==> src/rtl/dram_seq_pkg.sv <==
package dram_seq_pkg;

    typedef enum logic [2:0] {
        OP_NONE = 3'd0,
        OP_PRE  = 3'd1,
        OP_ACT  = 3'd2,
        OP_RD   = 3'd3,
        OP_WR   = 3'd4
    } cmd_op_e;

    typedef enum logic [1:0] {
        CLS_HIT      = 2'd0,
        CLS_CLOSED   = 2'd1,
        CLS_CONFLICT = 2'd2
    } req_cls_e;

    typedef enum logic [1:0] {
        ST_IDLE,
        ST_PRE,
        ST_ACT,
        ST_COL
    } seq_state_e;

endpackage

==> src/rtl/dram_row_table.sv <==
module dram_row_table #(
    parameter int NUM_BANKS = 8,
    parameter int ROW_W     = 14,
    localparam int BANK_W   = $clog2(NUM_BANKS)
) (
    input  logic              clk,
    input  logic              rst_n,
    input  logic              act_en,
    input  logic              pre_en,
    input  logic [BANK_W-1:0] upd_bank,
    input  logic [ROW_W-1:0]  upd_row,
    input  logic [BANK_W-1:0] q_bank,
    output logic              q_open,
    output logic [ROW_W-1:0]  q_row
);

    logic [NUM_BANKS-1:0] open_vec;
    logic [ROW_W-1:0]     row_vec [NUM_BANKS];

    for (genvar b = 0; b < NUM_BANKS; b++) begin : g_bank
        logic             open_b;
        logic [ROW_W-1:0] row_b;
        logic             sel_b;

        assign sel_b = (upd_bank == BANK_W'(b));

        always_ff @(posedge clk) begin
            if (!rst_n) begin
                open_b <= 1'b0;
                row_b  <= '0;
            end else if (act_en && sel_b) begin
                open_b <= 1'b1;
                row_b  <= upd_row;
            end else if (pre_en && sel_b) begin
                open_b <= 1'b0;
            end
        end

        assign open_vec[b] = open_b;
        assign row_vec[b]  = row_b;
    end

    always_comb begin
        q_open = 1'b0;
        q_row  = '0;
        if (int'(q_bank) < NUM_BANKS) begin
            q_open = open_vec[q_bank];
            q_row  = row_vec[q_bank];
        end
    end

    AST_ACT_ON_CLOSED: assert property (@(posedge clk) disable iff (!rst_n)
        act_en |-> !open_vec[upd_bank]);
    AST_PRE_ON_OPEN: assert property (@(posedge clk) disable iff (!rst_n)
        pre_en |-> open_vec[upd_bank]);

endmodule

==> src/rtl/dram_gap_timer.sv <==
module dram_gap_timer #(
    parameter int GAP_W = 4
) (
    input  logic             clk,
    input  logic             rst_n,
    input  logic             load,
    input  logic [GAP_W-1:0] gap,
    output logic             expired
);

    logic [GAP_W-1:0] cnt_q;

    always_ff @(posedge clk) begin
        if (!rst_n) begin
            cnt_q <= '0;
        end else if (load) begin
            cnt_q <= gap;
        end else if (cnt_q != '0) begin
            cnt_q <= cnt_q - 1'b1;
        end
    end

    assign expired = (cnt_q <= GAP_W'(1));

endmodule

==> src/rtl/dram_cmd_seq.sv <==
module dram_cmd_seq
    import dram_seq_pkg::*;
#(
    parameter int NUM_BANKS = 8,
    parameter int ROW_W     = 14,
    parameter int COL_W     = 10,
    parameter int GAP_W     = 4,
    localparam int BANK_W   = $clog2(NUM_BANKS)
) (
    input  logic              clk,
    input  logic              rst_n,
    input  logic [GAP_W-1:0]  act_gap,
    input  logic [GAP_W-1:0]  pre_gap,
    input  logic              req_valid,
    output logic              req_ready,
    input  logic              req_write,
    input  logic [BANK_W-1:0] req_bank,
    input  logic [ROW_W-1:0]  req_row,
    input  logic [COL_W-1:0]  req_col,
    output logic              cmd_valid,
    output logic [2:0]        cmd_op,
    output logic [BANK_W-1:0] cmd_bank,
    output logic [ROW_W-1:0]  cmd_row,
    output logic [COL_W-1:0]  cmd_col,
    output logic [1:0]        cmd_class,
    output logic              seq_done
);

    seq_state_e        state_q, state_d;
    logic              wr_q;
    logic [BANK_W-1:0] bank_q;
    logic [ROW_W-1:0]  row_q;
    logic [COL_W-1:0]  col_q;
    req_cls_e          cls_q, cls_d;

    logic              look_open;
    logic [ROW_W-1:0]  look_row;
    logic              accept;
    logic              act_fire, pre_fire;
    logic              gap_load;
    logic [GAP_W-1:0]  gap_val;
    logic              gap_done;
    cmd_op_e           op_d;

    dram_row_table #(.NUM_BANKS(NUM_BANKS), .ROW_W(ROW_W)) u_rows (
        .clk      (clk),
        .rst_n    (rst_n),
        .act_en   (act_fire),
        .pre_en   (pre_fire),
        .upd_bank (bank_q),
        .upd_row  (row_q),
        .q_bank   (req_bank),
        .q_open   (look_open),
        .q_row    (look_row)
    );

    dram_gap_timer #(.GAP_W(GAP_W)) u_gap (
        .clk     (clk),
        .rst_n   (rst_n),
        .load    (gap_load),
        .gap     (gap_val),
        .expired (gap_done)
    );

    assign accept = req_valid && (state_q == ST_IDLE);

    always_comb begin
        if (!look_open) begin
            cls_d = CLS_CLOSED;
        end else if (look_row == req_row) begin
            cls_d = CLS_HIT;
        end else begin
            cls_d = CLS_CONFLICT;
        end
    end

    // state register and request latch
    always_ff @(posedge clk) begin
        if (!rst_n) begin
            state_q <= ST_IDLE;
            wr_q    <= 1'b0;
            bank_q  <= '0;
            row_q   <= '0;
            col_q   <= '0;
            cls_q   <= CLS_HIT;
        end else begin
            state_q <= state_d;
            if (accept) begin
                wr_q   <= req_write;
                bank_q <= req_bank;
                row_q  <= req_row;
                col_q  <= req_col;
                cls_q  <= cls_d;
            end
        end
    end

    // next state and outputs
    always_comb begin
        state_d  = state_q;
        op_d     = OP_NONE;
        act_fire = 1'b0;
        pre_fire = 1'b0;
        gap_load = 1'b0;
        gap_val  = act_gap;
        seq_done = 1'b0;
        unique case (state_q)
            ST_IDLE: begin
                if (accept) begin
                    unique case (cls_d)
                        CLS_HIT:      state_d = ST_COL;
                        CLS_CLOSED:   state_d = ST_ACT;
                        CLS_CONFLICT: state_d = ST_PRE;
                        default:      state_d = ST_IDLE;
                    endcase
                end
            end
            ST_PRE: begin
                op_d     = OP_PRE;
                pre_fire = 1'b1;
                gap_load = 1'b1;
                gap_val  = pre_gap;
                state_d  = ST_ACT;
            end
            ST_ACT: begin
                if (gap_done) begin
                    op_d     = OP_ACT;
                    act_fire = 1'b1;
                    gap_load = 1'b1;
                    gap_val  = act_gap;
                    state_d  = ST_COL;
                end
            end
            ST_COL: begin
                if (gap_done) begin
                    op_d     = wr_q ? OP_WR : OP_RD;
                    seq_done = 1'b1;
                    state_d  = ST_IDLE;
                end
            end
            default: state_d = ST_IDLE;
        endcase
    end

    assign req_ready = (state_q == ST_IDLE);
    assign cmd_valid = (op_d != OP_NONE);
    assign cmd_op    = op_d;
    assign cmd_bank  = cmd_valid ? bank_q : '0;
    assign cmd_row   = (op_d == OP_ACT) ? row_q : '0;
    assign cmd_col   = (op_d == OP_RD || op_d == OP_WR) ? col_q : '0;
    assign cmd_class = cmd_valid ? cls_q : CLS_HIT;

    // spacing monitor for the gap assertions
    logic [GAP_W:0] since_q;
    cmd_op_e        last_op_q;
    always_ff @(posedge clk) begin
        if (!rst_n) begin
            since_q   <= '0;
            last_op_q <= OP_NONE;
        end else if (cmd_valid) begin
            since_q   <= (GAP_W+1)'(1);
            last_op_q <= op_d;
        end else if (since_q != '1) begin
            since_q <= since_q + 1'b1;
        end
    end

    AST_COL_AFTER_ACT_GAP: assert property (@(posedge clk) disable iff (!rst_n)
        (cmd_valid && (op_d == OP_RD || op_d == OP_WR) && last_op_q == OP_ACT)
        |-> (since_q >= {1'b0, act_gap}));
    AST_ACT_AFTER_PRE_GAP: assert property (@(posedge clk) disable iff (!rst_n)
        (cmd_valid && op_d == OP_ACT && last_op_q == OP_PRE)
        |-> (since_q >= {1'b0, pre_gap}));
    AST_DONE_ON_COLUMN: assert property (@(posedge clk) disable iff (!rst_n)
        seq_done |-> (cmd_op == OP_RD || cmd_op == OP_WR));
    AST_READY_AFTER_DONE: assert property (@(posedge clk) disable iff (!rst_n)
        seq_done |=> req_ready);
    AST_HIT_NO_ROW_CMD: assert property (@(posedge clk) disable iff (!rst_n)
        (cmd_valid && cmd_class == CLS_HIT) |-> (cmd_op == OP_RD || cmd_op == OP_WR));
    AST_IDLE_BUS_QUIET: assert property (@(posedge clk) disable iff (!rst_n)
        req_ready |-> !cmd_valid);

endmodule

==> config.mk <==
export PLATFORM = sky130hd
export DESIGN_NAME = dram_cmd_seq
export DESIGN_NICKNAME = d
export VERILOG_FILES = /design/src/rtl/dram_seq_pkg.sv /design/src/rtl/dram_row_table.sv /design/src/rtl/dram_gap_timer.sv /design/src/rtl/dram_cmd_seq.sv
export SDC_FILE = /design/constraint.sdc
export NUM_CORES = 1
export LEC_CHECK = 0
export ABC_CLOCK_PERIOD_IN_PS = 1950
export BUFFER_PORTS_ARGS = -buffer_cell sky130_fd_sc_hd__buf_4
export CAP_MARGIN = 20
export CORE_MARGIN = 2
export CORE_UTILIZATION = 45
export CTS_CLUSTER_DIAMETER = 40
export CTS_CLUSTER_SIZE = 24
export DETAILED_ROUTE_END_ITERATION = 7
export GPL_ROUTABILITY_DRIVEN = 0
export PLACE_DENSITY = 0.66
export SYNTH_ARGS = -nofsm -noshare
export SYNTH_HDL_FRONTEND = slang
export SYNTH_SLANG_ARGS = --single-unit
export TNS_END_PERCENT = 30
==> constraint.sdc <==
create_clock -name clk -period 1.95 [get_ports clk]
set_input_delay 0.0975 -clock clk [delete_from_list [all_inputs] [get_ports clk]]
set_output_delay 0.0975 -clock clk [all_outputs]
set_load 0.01 [all_outputs]
* Yosys cells after proc, flatten, opt, wreduce, memory -nomap -nowiden
Index checks and enable logic that the tools add are counted.
Storage, ports and cells: bits in registers 156, output and inout port bits 35, input bits 39
Operators by class: add/sub/neg operators 1, equality and inequality tests 19, muxes and demuxes 44, order comparisons 3, reductions and logical operators 33, bitwise logic cells 1
Operators with widths (number):
- binary-select mux 14 bit (select 3 bit) | 1
- two-way mux 14 bit | 3
- two-way mux 1 bit | 21
- nonzero test 2 bit | 9
- logical AND 1 bit | 17
- equality test 3 bit (second input constant) | 5
- equality test 14 bit | 1
- two-way mux 2 bit | 7
- equality test 3 x 2 -> 1 bit (second input constant) | 4
- two-way mux 4 bit | 3
- two-way mux 10 bit | 1
- two-way mux 3 bit | 3
- one-hot mux 3 bit (3 select lines) | 1
- one-hot mux 2 bit (4 select lines) | 1
- equality test 2 bit (second input constant) | 3
- one-hot mux 2 bit (3 select lines) | 1
- equality test 2 x 1 -> 1 bit (second input constant) | 2
- greater-or-equal comparator 4 bit (second input constant) | 1
- <= comparator 4 x 1 -> 1 bit (second input constant) | 1
- zero test 2 bit | 2
- < comparator 3 x 4 -> 1 bit (second input constant) | 1
- inequality test 2 bit (second input constant) | 2
- inverter 3 -> 4 bit | 1
- nonzero test 4 bit | 1
- 9 further kinds | 9

* Longest topological paths before layout
Gate-level depths: netlist (run 1).
word-level depth 11, gate-level depth with buffers 11, gate-level depth less buffers 9

* By module
A second synthesis (run 1) with hierarchy kept.
Unflattened totals: cell total of the unflattened synthesis 852, area total of the unflattened synthesis 7623.6 um^2
Modules (own cells, without submodules):
- dram_row_table | area each 5565.3 um^2, cells each 601, times used 1
- dram_cmd_seq | area each 1803.0 um^2, cells each 225, times used 1
- dram_gap_timer | area each 255.2 um^2, cells each 26, times used 1

* Least setup slack after synthesis (run 1)
No wires, ideal clock.
path type flip-flop to output port, from register u_gap.cnt_q[0], to output cmd_col[0], cell stages (with the launch flop) 9, required time 1.852 ns, slack -0.263 ns, path buffers 0, arrival time 2.115 ns, cells stage by stage dfxtp_1 inv_1 ha_1 o2111ai_1 nor2_1 mux2_2 or3_1 a21oi_1 and2_1
Between the ends: word-level cells in the longest chain between the ends 6, elaborated cells on any way between the ends 8, classes of those cells order compare: 1; eq/ne: 2; mux: 4; reduce/logical: 1
Ends and longest elaborated chain:
- from (decl) | RTL line dram_gap_timer.sv:11 | logic [GAP_W-1:0] cnt_q;
- from (signal assigned) | RTL line dram_gap_timer.sv:17 | cnt_q <= gap;
- from (signal assigned) | RTL line dram_gap_timer.sv:19 | cnt_q <= cnt_q - 1'b1;
- <= comparator 4 x 1 -> 1 bit (*) | RTL line dram_gap_timer.sv:23 | assign expired = (cnt_q <= GAP_W'(1));
- two-way mux 3 bit (*) | RTL line dram_cmd_seq.sv:135 | if (gap_done) begin
- one-hot mux 3 bit (3 select lines) (*) | RTL line dram_cmd_seq.sv:107 | unique case (state_q)
- net cmd_op[0] | RTL line dram_cmd_seq.sv:21 | output logic [2:0] cmd_op,
- equality test 3 x 2 -> 1 bit / equality test 3 bit (equally long branches) | RTL line dram_cmd_seq.sv:150 | assign cmd_col = (op_d == OP_RD || op_d == OP_WR) ? col_q : '0;
- logical OR 1 bit (*) | RTL line dram_cmd_seq.sv:150
- two-way mux 10 bit (*) | RTL line dram_cmd_seq.sv:150
- to (decl) | RTL line dram_cmd_seq.sv:24 | output logic [COL_W-1:0] cmd_col,
The timed path passes the listed nets; every way through them passes the cells marked *.

* Worst setup path in the final report (run 1)
from register u_gap.cnt_q[1], to output cmd_col[0]
Between the ends: word-level cells in the longest chain between the ends 6, elaborated cells on any way between the ends 8, classes of those cells order compare: 1; eq/ne: 2; mux: 4; reduce/logical: 1
Ends and longest elaborated chain (RTL line):
- <= comparator 4 x 1 -> 1 bit (*) | dram_gap_timer.sv:23
- two-way mux 3 bit / two-way mux 2 bit (equally long branches) | dram_cmd_seq.sv:135, dram_cmd_seq.sv:126
- one-hot mux 3 bit (3 select lines) (*) | dram_cmd_seq.sv:107
- equality test 3 x 2 -> 1 bit / equality test 3 bit (equally long branches) | dram_cmd_seq.sv:150
- logical OR 1 bit (*) | dram_cmd_seq.sv:150
- two-way mux 10 bit (*) | dram_cmd_seq.sv:150
Mark *: on every way between the ends. The rest lies on a longest branch, timed or not.

==> out/results.txt, run 1 <==
Synth-to-Final Area Change = 35.79%
die width = 130.1 um
Buf/Inv on CP = 2
Longest Clk Path Bufs = 2
Routed WL = 21.51 mm
core area = 15,710 um2
Startpoint Class = register
vias in the first global route = 6,094
RSZ-0062 raised after global routing = true
HP Class = input port to register
wire length of the first global-routing pass = 33.71 mm
min Tclk post-route = 2502 ps
H-tree depth = 4
Initial Util = 45.55%
CP max stage delay = 370 ps
initial antenna violation count = 0
CP max FO = 5
Yosys top cell area share = 43.64%
fin area = 9718 um2
Row Count = 46
worst clock skew = 5.241 ps
Yosys reg bits = 156
die area = 16,930 um2
1st-iter DRT viols = 596
unique cell type count in the Yosys netlist = 41
critical path required time = 1850 ps
Die Y = 130.1 um
number of synthesized flops with an enable pin = 0
# nets final = 1,028
pin count of the biggest net entering global routing = 53
max cap viols = 0
I/O Pins = 74
Cell Area, Placed = 8444 um2
ys async rst share = 0%
vias = 6,556
Crit Path Class = register to output port
Worst setup EP type = output port
ranking of synthesized cells by area = dfxtp_1 (44%), nand2_1 (13%), a21oi_1 (9.7%), mux4_2 (5.7%), mux2i_1 (4.9%)
worst skew pair latency = 420 ps
Post-Place Cells = 1,146
Post-DP HPWL = 14.08 mm
CTS clock-pin slew for the worst setup and hold paths = 60 ps
Crit path arrival time = 2400 ps
Avg Synthesized Cell Area = 8.420 um2
Final period util = 128.3%
Buffers on Ports = 73
measured slew at the worst slew-check pin = 763.4 ps
# clock sinks = 156
cell with the most instances after synthesis = nand2_1
pwr/cell area = 977.8 nW/um2
synthesized cell area = 7157 um2
max-slew violations = 0
Mapped Cells = 850
total track usage = 26.25%
leading cell types by count after synthesis = nand2_1 (239), dfxtp_1 (156), a21oi_1 (138)
Net Count, Synth = 896
antenna-violating nets left = 0
Pleak = 0.003609 uW
CP delay by family, top = simple AND/OR/NAND/NOR gates
crit-path cells = inv_4, ha_4, o2111ai_4, nor2_2, mux2_4, or3_4, a21oi_4, and2_4, buf_6
Ant. Diodes = 0
hold violation count in the final report = 0
Slew headroom = 49.04%
worst reg-to-reg path cell count = 7
drt drc = 0
Most used DFF post-synth = dfxtp_1
First-pass DRT Iterations = 5
Slowest cell on crit path = or3_4
area leader, netlist = dfxtp_1
failing checks = negative setup slack
Fmax = 399.7 MHz
Max VDD drop = 0.0007525 V
total grt overflow = 0
Hold Path Depth = 3
root buf cell = clkbuf_16
final setup fails = 49
DR WL/cell = 17.82 um
share of layout cells above drive strength 1 = 28.86%
Vias/cell = 5.432
CP Depth = 9
CTS tree = yes
setup ws final = -551.7 ps
warning count from the yosys run = 0
fin cells = 1,207
sequential element share of the synthesized area = 43.64%
CTS buffer count = 17
status = complete, but fails checks
-- per-layer routing --
| metal | vias up | track usage, % | part of all wire, % |
|---|---|---|---|
| li1 | 3136 | - | - |
| met1 | 3164 | 36.54 | 44 |
| met2 | 219 | 42.35 | 48 |
| met3 | 37 | 3.649 | 5.9 |
| met4 | 0 | 8.665 | 2.2 |
| met5 | - | 0 | 0 |
-- power breakdown --
part,internal [uW],switching (uW),leakage [uW]
registers,3390,303,0.00126
clock network,1830,1290,0.000268
logic,1200,1490,0.00208
total,6420,3080,0.00361
-- layout by cell type (no fill, tap or decap), drive strengths merged, types with 2 or more instances in the layout --
master,count
clkinv,5
nor4,2
nor2,39
nand2,239
o31ai,2
mux2,2
o21a,2
inv,10
mux2i,35
and2,26
nand4,3
o21ai,8
a21oi,139
dlygate4sd3,25
nand3,34
nor2b,8
dfxtp,156
xor2,13
clkbuf,22
nor3,5
buf,160
o2111ai,2
ha,7
mux4,28
a211oi,6
nand2b,3
-- state kept, by name, indices dropped and copies added, names as in the netlist --
name / count
bank_q: 3
cls_q: 2
col_q: 10
row_q: 14
state_q: 2
u_gap.cnt_q: 4
u_rows.g_bank.open_b: 8
u_rows.g_bank.row_b: 112
wr_q: 1
-- area by class of cell --
class	count	area, um2
clock buffers	22	474.2
clock inverters	6	66.31
fillers	1329	5995
inverters	10	45.04
multi-input cells	612	4015
flip-flops and latches	156	3128
well taps	216	270.3
repair buffers	185	1719
-- final timing paths --
path,from,endpoint,slack [ps]
min reg2reg,u_rows.g_bank[7].row_b[2]$_SDFFE_PN0P_,u_rows.g_bank[7].row_b[2]$_SDFFE_PN0P_,450
max reg2reg,u_rows.g_bank[7].row_b[3]$_SDFFE_PN0P_,cls_q[1]$_SDFFE_PN0P_,-140
min,act_gap[3],u_gap.cnt_q[3]$_SDFFE_PN0P_,30
max,u_gap.cnt_q[1]$_SDFFE_PN0P_,cmd_col[0],-550
-- logic make-up (layout without fill, tap and decap cells) --
kind of cell    after synthesis  count (layout)  synth area share [%]
fa+ha+maj                     7               7                 1.224
flops                       156             156                 43.64
mux                          65              65                 14.55
xor+xnor                     14              14                 1.713
buf+inv                      83             223                 5.402
compound gates              162             163                 11.91
simple gates                363             363                 21.57
-- per-stage QoR --
stage | setup TNS (ps) | util [%] | total power, uW | hold slack [ps] | worst slack [ps]
6_report | -16020 | 61.85 | 9502 | 30.18 | -551.7
5_1_grt | -30030 | 61.85 | 9885 | 35.50 | -637.4
4_1_cts | -21920 | 60.40 | 9289 | 39.14 | -650.5
3_5_place_dp | -11870 | 53.74 | 5971 | 354.0 | -410.4
3_3_place_gp | -10850 | 53.74 | 5959 | 350.8 | -400.1
2_1_floorplan | -39.65 | - | 4982 | 233.5 | -4.405
-- what timing repair did --
item	4_1_cts	5_1_grt
resized for setup	57	58
cloned	2	0
pin swaps	15	15
hold endpoints to repair	25	0
buffers inserted	4	3
hold buffers	25	0
endpoints found under the setup margin	143	154
-- worst reg2reg max path: stages, from the launching register on --
cell       delay [ps]
dfxtp_1           310
mux4_2            450
mux2i_1           200
xor2_1            220
o2111ai_2         200
nor4_4            360
a2bb2oi_1         180
nor2_1             50
No activity file was read; power rests on OpenSTA's default activity.
==> run 2, diff against run 1 <==
--- a/config.mk
+++ b/config.mk
@@ -14,7 +14,7 @@
 export CTS_CLUSTER_SIZE = 24
 export DETAILED_ROUTE_END_ITERATION = 7
 export GPL_ROUTABILITY_DRIVEN = 0
-export PLACE_DENSITY = 0.66
+export PLACE_DENSITY = 0.64
 export SYNTH_ARGS = -nofsm -noshare
 export SYNTH_HDL_FRONTEND = slang
 export SYNTH_SLANG_ARGS = --single-unit
==> run 2 against run 1 <==
The run still ends with negative setup slack left. Non-clock buffer count decreased by 8. Combinational power decreased by 7.8%. Critical endpoint is now cmd_col[1]. Die area unchanged. Hold slack got worse by 6.8 ps. Register-to-register slack about the same.
==> out/results.txt, run 2 (synthesis gave the netlist of run 1 again) <==
drt drc = 0
DR WL/cell = 18.24 um
worst clock skew = 11.30 ps
CTS tree = yes
die area = 16,930 um2
Max VDD drop = 0.0006564 V
pwr/cell area = 1029 nW/um2
Switching Power = 3008 uW
CP max stage delay = 380 ps
total grt overflow = 0
Largest Register = u_rows.g_bank.row_b
worst skew pair latency = 430 ps
Worst setup EP type = output port
I/O Pins = 74
# nets final = 1,019
Crit path arrival time = 2430 ps
GR Util met2 = 40.96%
failing checks = negative setup slack
Final period util = 129.5%
clock share of power = 38.1%
die width = 130.1 um
Slowest cell on crit path = dfxtp_4
Largest regs = u_rows.g_bank.row_b (112), row_q (14), col_q (10)
status = complete, but fails checks
Pleak = 0.003579 uW
sequential share of power = 36.8%
root buf cell = clkbuf_16
initial antenna violation count = 0
Buffers on Ports = 73
RSZ-0062 raised after global routing = true
wire length of the first global-routing pass = 32.98 mm
vias in the first global route = 5,984
max-slew violations = 0
grt peak-use layer = met2
antenna-violating nets left = 0
Ant. Diodes = 0
# clock sinks = 156
hold_sp = act_gap[2]
critical path required time = 1850 ps
M1 GR Usage = 35.82%
Hold Path Depth = 3
CTS buffer count = 17
Register Area = 3129 um2
Startpoint Class = register
most common cell after layout, fill and taps aside = nand2_1
max cap viols = 0
min Tclk post-route = 2524 ps
final setup fails = 46
Slew headroom = 66.90%
core area = 15,710 um2
1st-iter DRT viols = 543
Synth-to-Final Area Change = 34.84%
share of layout cells above drive strength 1 = 27.61%
met3 usage = 6.273%
measured slew at the worst slew-check pin = 495.8 ps
combinational power share = 25.1%
multi-input logic area = 3918 um2
Row Count = 46
max FFs per register = 112
CTS clock-pin slew for the worst setup and hold paths = 60 ps
worst reg-to-reg path cell count = 7
Power Internal = 6926 uW
Routed WL = 21.90 mm
Fmax = 396.1 MHz
setup slack, reg-to-reg = -140 ps
RR Startpoint = u_rows.g_bank[7].row_b[3]$_SDFFE_PN0P_
First-pass DRT Iterations = 7
Util after Layout = 61.42%
setup ws final = -574.3 ps
H-tree depth = 4
Initial Util = 45.55%
Hold EP = u_gap.cnt_q[2]$_SDFFE_PN0P_
Net Sw Frac = 30.28%
Longest Clk Path Bufs = 2
RR Endpoint = cls_q[1]$_SDFFE_PN0P_
CP max FO = 10
HP Class = input port to register
commonest cells after routing, fill and taps aside = nand2_1 (237), dfxtp_1 (153), a21oi_1 (125), buf_4 (112)
Post-DP HPWL = 13.87 mm
Vias/cell = 5.387
vias = 6,470
pin count of the biggest net entering global routing = 56
DP Worst Slack = -449.9 ps
fill count = 1,346
hold violation count in the final report = 0
Die Y = 130.1 um
crit-path cells = inv_4, ha_4, o2111ai_4, nor2_2, mux2_4, or3_4, a21oi_4, buf_12, and2_4, buf_6
Crit Path Class = register to output port
total track usage = 26.02%
## run 2: worst max-delay path: cells and delay by family (launching register included)
kind | cells | cell delay [ps]
AND/OR/NAND/NOR | 3 | 550
flip-flops | 1 | 380
AO/OA/AOI/OAI | 2 | 350
multiplexers | 1 | 280
buffers and inverters | 3 | 270
adder cells (fa/ha/maj) | 1 | 170
## run 2: worst max path at each step
stage / from / endpoint / slack, ps
after global routing: u_gap.cnt_q[0]$_SDFFE_PN0P_ / cmd_col[2] / -670
after global placement: req_bank[1] / cls_q[1]$_SDFFE_PN0P_ / -320
after CTS: u_gap.cnt_q[0]$_SDFFE_PN0P_ / cmd_col[3] / -600
after floorplan: u_gap.cnt_q[0]$_SDFFE_PN0P_ / cmd_col[0] / -4
after detailed placement: req_bank[1] / cls_q[1]$_SDFFE_PN0P_ / -450
final: u_gap.cnt_q[0]$_SDFFE_PN0P_ / cmd_col[1] / -570
## run 2: layout make-up
cell class,count,share of cell area [%]
inverter,10,0.4667
clock buffer,20,4.745
clock inverter,11,2.217
sequential,156,32.43
multi-input combinational,611,40.59
timing repair buffer,177,16.75
tap,216,2.800
## run 2: routing by layer
metal,vias to the layer above,wire length (um)
li1,3105,-
met1,3112,9453
met2,222,10560
met3,31,1554
met4,0,339
met5,-,0
## run 2: per-stage QoR
stage                     setup TNS (ps)  hold WS [ps]  instance area (um2)  total power [uW]  cells
after detailed placement           -3068         355.0                 8419              5941   1141
after global routing              -24560         31.91                 9651             10330   1201
after floorplan                   -39.65         233.5                 7303              4982    850
after global placement             -2721         348.0                 8419              5935   1141
after CTS                         -16280         10.11                 9447              9763   1197
final                             -15700         23.36                 9651              9934   1201
## run 2: power groups by stage
stage	clock network [uW]	logic, uW	registers (uW)
floorplan	0	1430	3550
global placement	0	2220	3710
detailed placement	0	2230	3710
CTS	3810	2310	3640
global route	3950	2690	3680
finish	3780	2490	3660
## run 2: timing repair
item,4_1_cts,5_1_grt
hold buffers,25,0
pin swaps,2,11
gates cloned,0,2
hold endpoints to repair,25,0
endpoints found under the setup margin,66,147
buffers inserted,0,2
gates resized for setup,29,50
==> run 3, diff against run 2 <==
--- a/config.mk
+++ b/config.mk
@@ -15,6 +15,7 @@
 export DETAILED_ROUTE_END_ITERATION = 7
 export GPL_ROUTABILITY_DRIVEN = 0
 export PLACE_DENSITY = 0.64
+export RECOVER_POWER = 25
 export SYNTH_ARGS = -nofsm -noshare
 export SYNTH_HDL_FRONTEND = slang
 export SYNTH_SLANG_ARGS = --single-unit
==> run 3 against run 2 <==
The flow still finishes with violations (negative setup slack). Hold slack about the same. Count of clock-buffer cells in the layout unchanged. Non-clock buffer count unchanged. Global-route usage unchanged. Sequential share of layout area increased by 0.080 points. Flip-flop and latch count unchanged. Worst setup slack improved by 4.0 ps. Clock power about the same. Critical path type unchanged. Largest cell class unchanged. Largest power group unchanged. Highest routed layer unchanged.
==> out/results.txt, run 3 (synthesis gave the netlist of run 1 again) <==
status = complete, but fails checks
failing checks = negative setup slack
Buffers on Ports = 73
met3 usage = 6.273%
Final period util = 129.2%
Longest Clk Path Bufs = 2
initial antenna violation count = 0
Crit path arrival time = 2420 ps
max FFs per register = 112
HP Class = input port to register
wire length of the first global-routing pass = 32.98 mm
Vias/cell = 5.399
Register Area = 3129 um2
Worst setup EP type = output port
fin cells = 1,201
Largest Register = u_rows.g_bank.row_b
I/O Pins = 74
CTS buffer count = 17
hold violation count in the final report = 0
vias in the first global route = 5,984
CTS tree = yes
root buf cell = clkbuf_16
DP Worst Slack = -449.9 ps
measured slew at the worst slew-check pin = 495.0 ps
die area = 16,930 um2
critical path required time = 1850 ps
Max VDD drop = 0.0006531 V
Startpoint Class = register
antenna-violating nets left = 0
Pleak = 0.003567 uW
Routed WL = 21.81 mm
core area = 15,710 um2
Synth-to-Final Area Change = 34.51%
grt peak-use layer = met2
total grt overflow = 0
DR WL/cell = 18.16 um
drt drc = 0
H-tree depth = 4
setup slack, reg-to-reg = -140 ps
pin count of the biggest net entering global routing = 56
multi-input logic area = 3918 um2
Post-Place Cells = 1,141
RSZ-0062 raised after global routing = true
Post-DP HPWL = 13.87 mm
vias = 6,484
# nets final = 1,019
Cell Area, Placed = 8419 um2
final hold slack = 23.24 ps
Crit Path Class = register to output port
final setup fails = 46
Ant. Diodes = 0
share of layout cells above drive strength 1 = 27.51%
most common cell after layout, fill and taps aside = nand2_1
M1 GR Usage = 35.82%
Fmax = 396.8 MHz
overall power = 9876 uW
pwr/cell area = 1026 nW/um2
Initial Util = 45.55%
Row Count = 46
die width = 130.1 um
min Tclk post-route = 2520 ps
GR Util met2 = 40.96%
# clock sinks = 156
Slew headroom = 66.95%
worst clock skew = 11.26 ps
fill count = 1,349
max-slew violations = 0
total track usage = 26.02%
fin area = 9627 um2
1st-iter DRT viols = 605
Die Y = 130.1 um
Largest regs = u_rows.g_bank.row_b (112), row_q (14), col_q (10)
commonest cells after routing, fill and taps aside = nand2_1 (237), dfxtp_1 (153), a21oi_1 (125), buf_4 (107)
First-pass DRT Iterations = 6
CP max FO = 10
setup ws final = -570.3 ps
CTS clock-pin slew for the worst setup and hold paths = 60 ps
worst skew pair latency = 430 ps
max cap viols = 0
==> run 3: changes by cell type in the layout (fill, tap and decap cells not counted) <==
cell / change
clkbuf_1: +1
buf_2: +2
clkbuf_4: +2
clkbuf_2: +1
buf_4: -5
buf_12: -1
==> run 3: path summary, 6_finish.rpt <==
kind                                          startpoint  cells past startpoint                                endpoint
setup / recovery             u_gap.cnt_q[0]$_SDFFE_PN0P_                     10                              cmd_col[9]
hold / removal                                act_gap[0]                      3             u_gap.cnt_q[0]$_SDFFE_PN0P_
setup reg to reg  u_rows.g_bank[7].row_b[2]$_SDFFE_PN0P_                      7                   cls_q[1]$_SDFFE_PN0P_
hold reg to reg   u_rows.g_bank[1].row_b[8]$_SDFFE_PN0P_                      2  u_rows.g_bank[1].row_b[8]$_SDFFE_PN0P_
==> run 3: layout make-up <==
| cell class | count | share of cell area, % |
|---|---|---|
| multi-input combinational | 611 | 40.69 |
| sequential | 156 | 32.51 |
| timing repair buffer | 177 | 16.55 |
| clock buffer | 20 | 4.757 |
| tap | 216 | 2.807 |
| clock inverter | 11 | 2.223 |
| inverter | 10 | 0.4679 |
==> run 3: metal layers <==
layer | up-vias | part of all wire (%)
met1 | 3119 | 44
li1 | 3115 | -
met4 | 0 | 1.5
met3 | 27 | 7.0
met5 | - | 0
met2 | 223 | 48
==> run 3: repair_timing <==
action | CTS | global route
hold buffers | 25 | 0
cloned | 0 | 2
pin swaps | 2 | 11
gates resized for setup | 29 | 50
setup buffers | 0 | 2
endpoints found under the hold margin | 25 | 0
setup endpoints to repair | 66 | 147
==> run 3: worst max-delay path: stages (launching register included) <==
cell and delay [ps]:
dfxtp_4 380, inv_4 40, ha_4 170, o2111ai_4 200, nor2_2 80, mux2_4 280
or3_4 340, a21oi_4 150, buf_12 140, and2_4 140, buf_6 90
==> run 3: stage by stage <==
stage	setup TNS, ps	utilization, %
5_1_grt	-24890	61.27
3_3_place_gp	-2721	53.58
3_5_place_dp	-3068	53.58
6_report	-15560	61.27
2_1_floorplan	-39.65	-
4_1_cts	-16280	60.12
==> run 3: report_power, final <==
part	total (uW)	internal [uW]	leakage, uW	switching (uW)
combinational	2440	1030	0.00198	1410
sequential	3660	3390	0.00126	271
clock	3770	2470	0.000321	1300
total	9880	6890	0.00357	2990
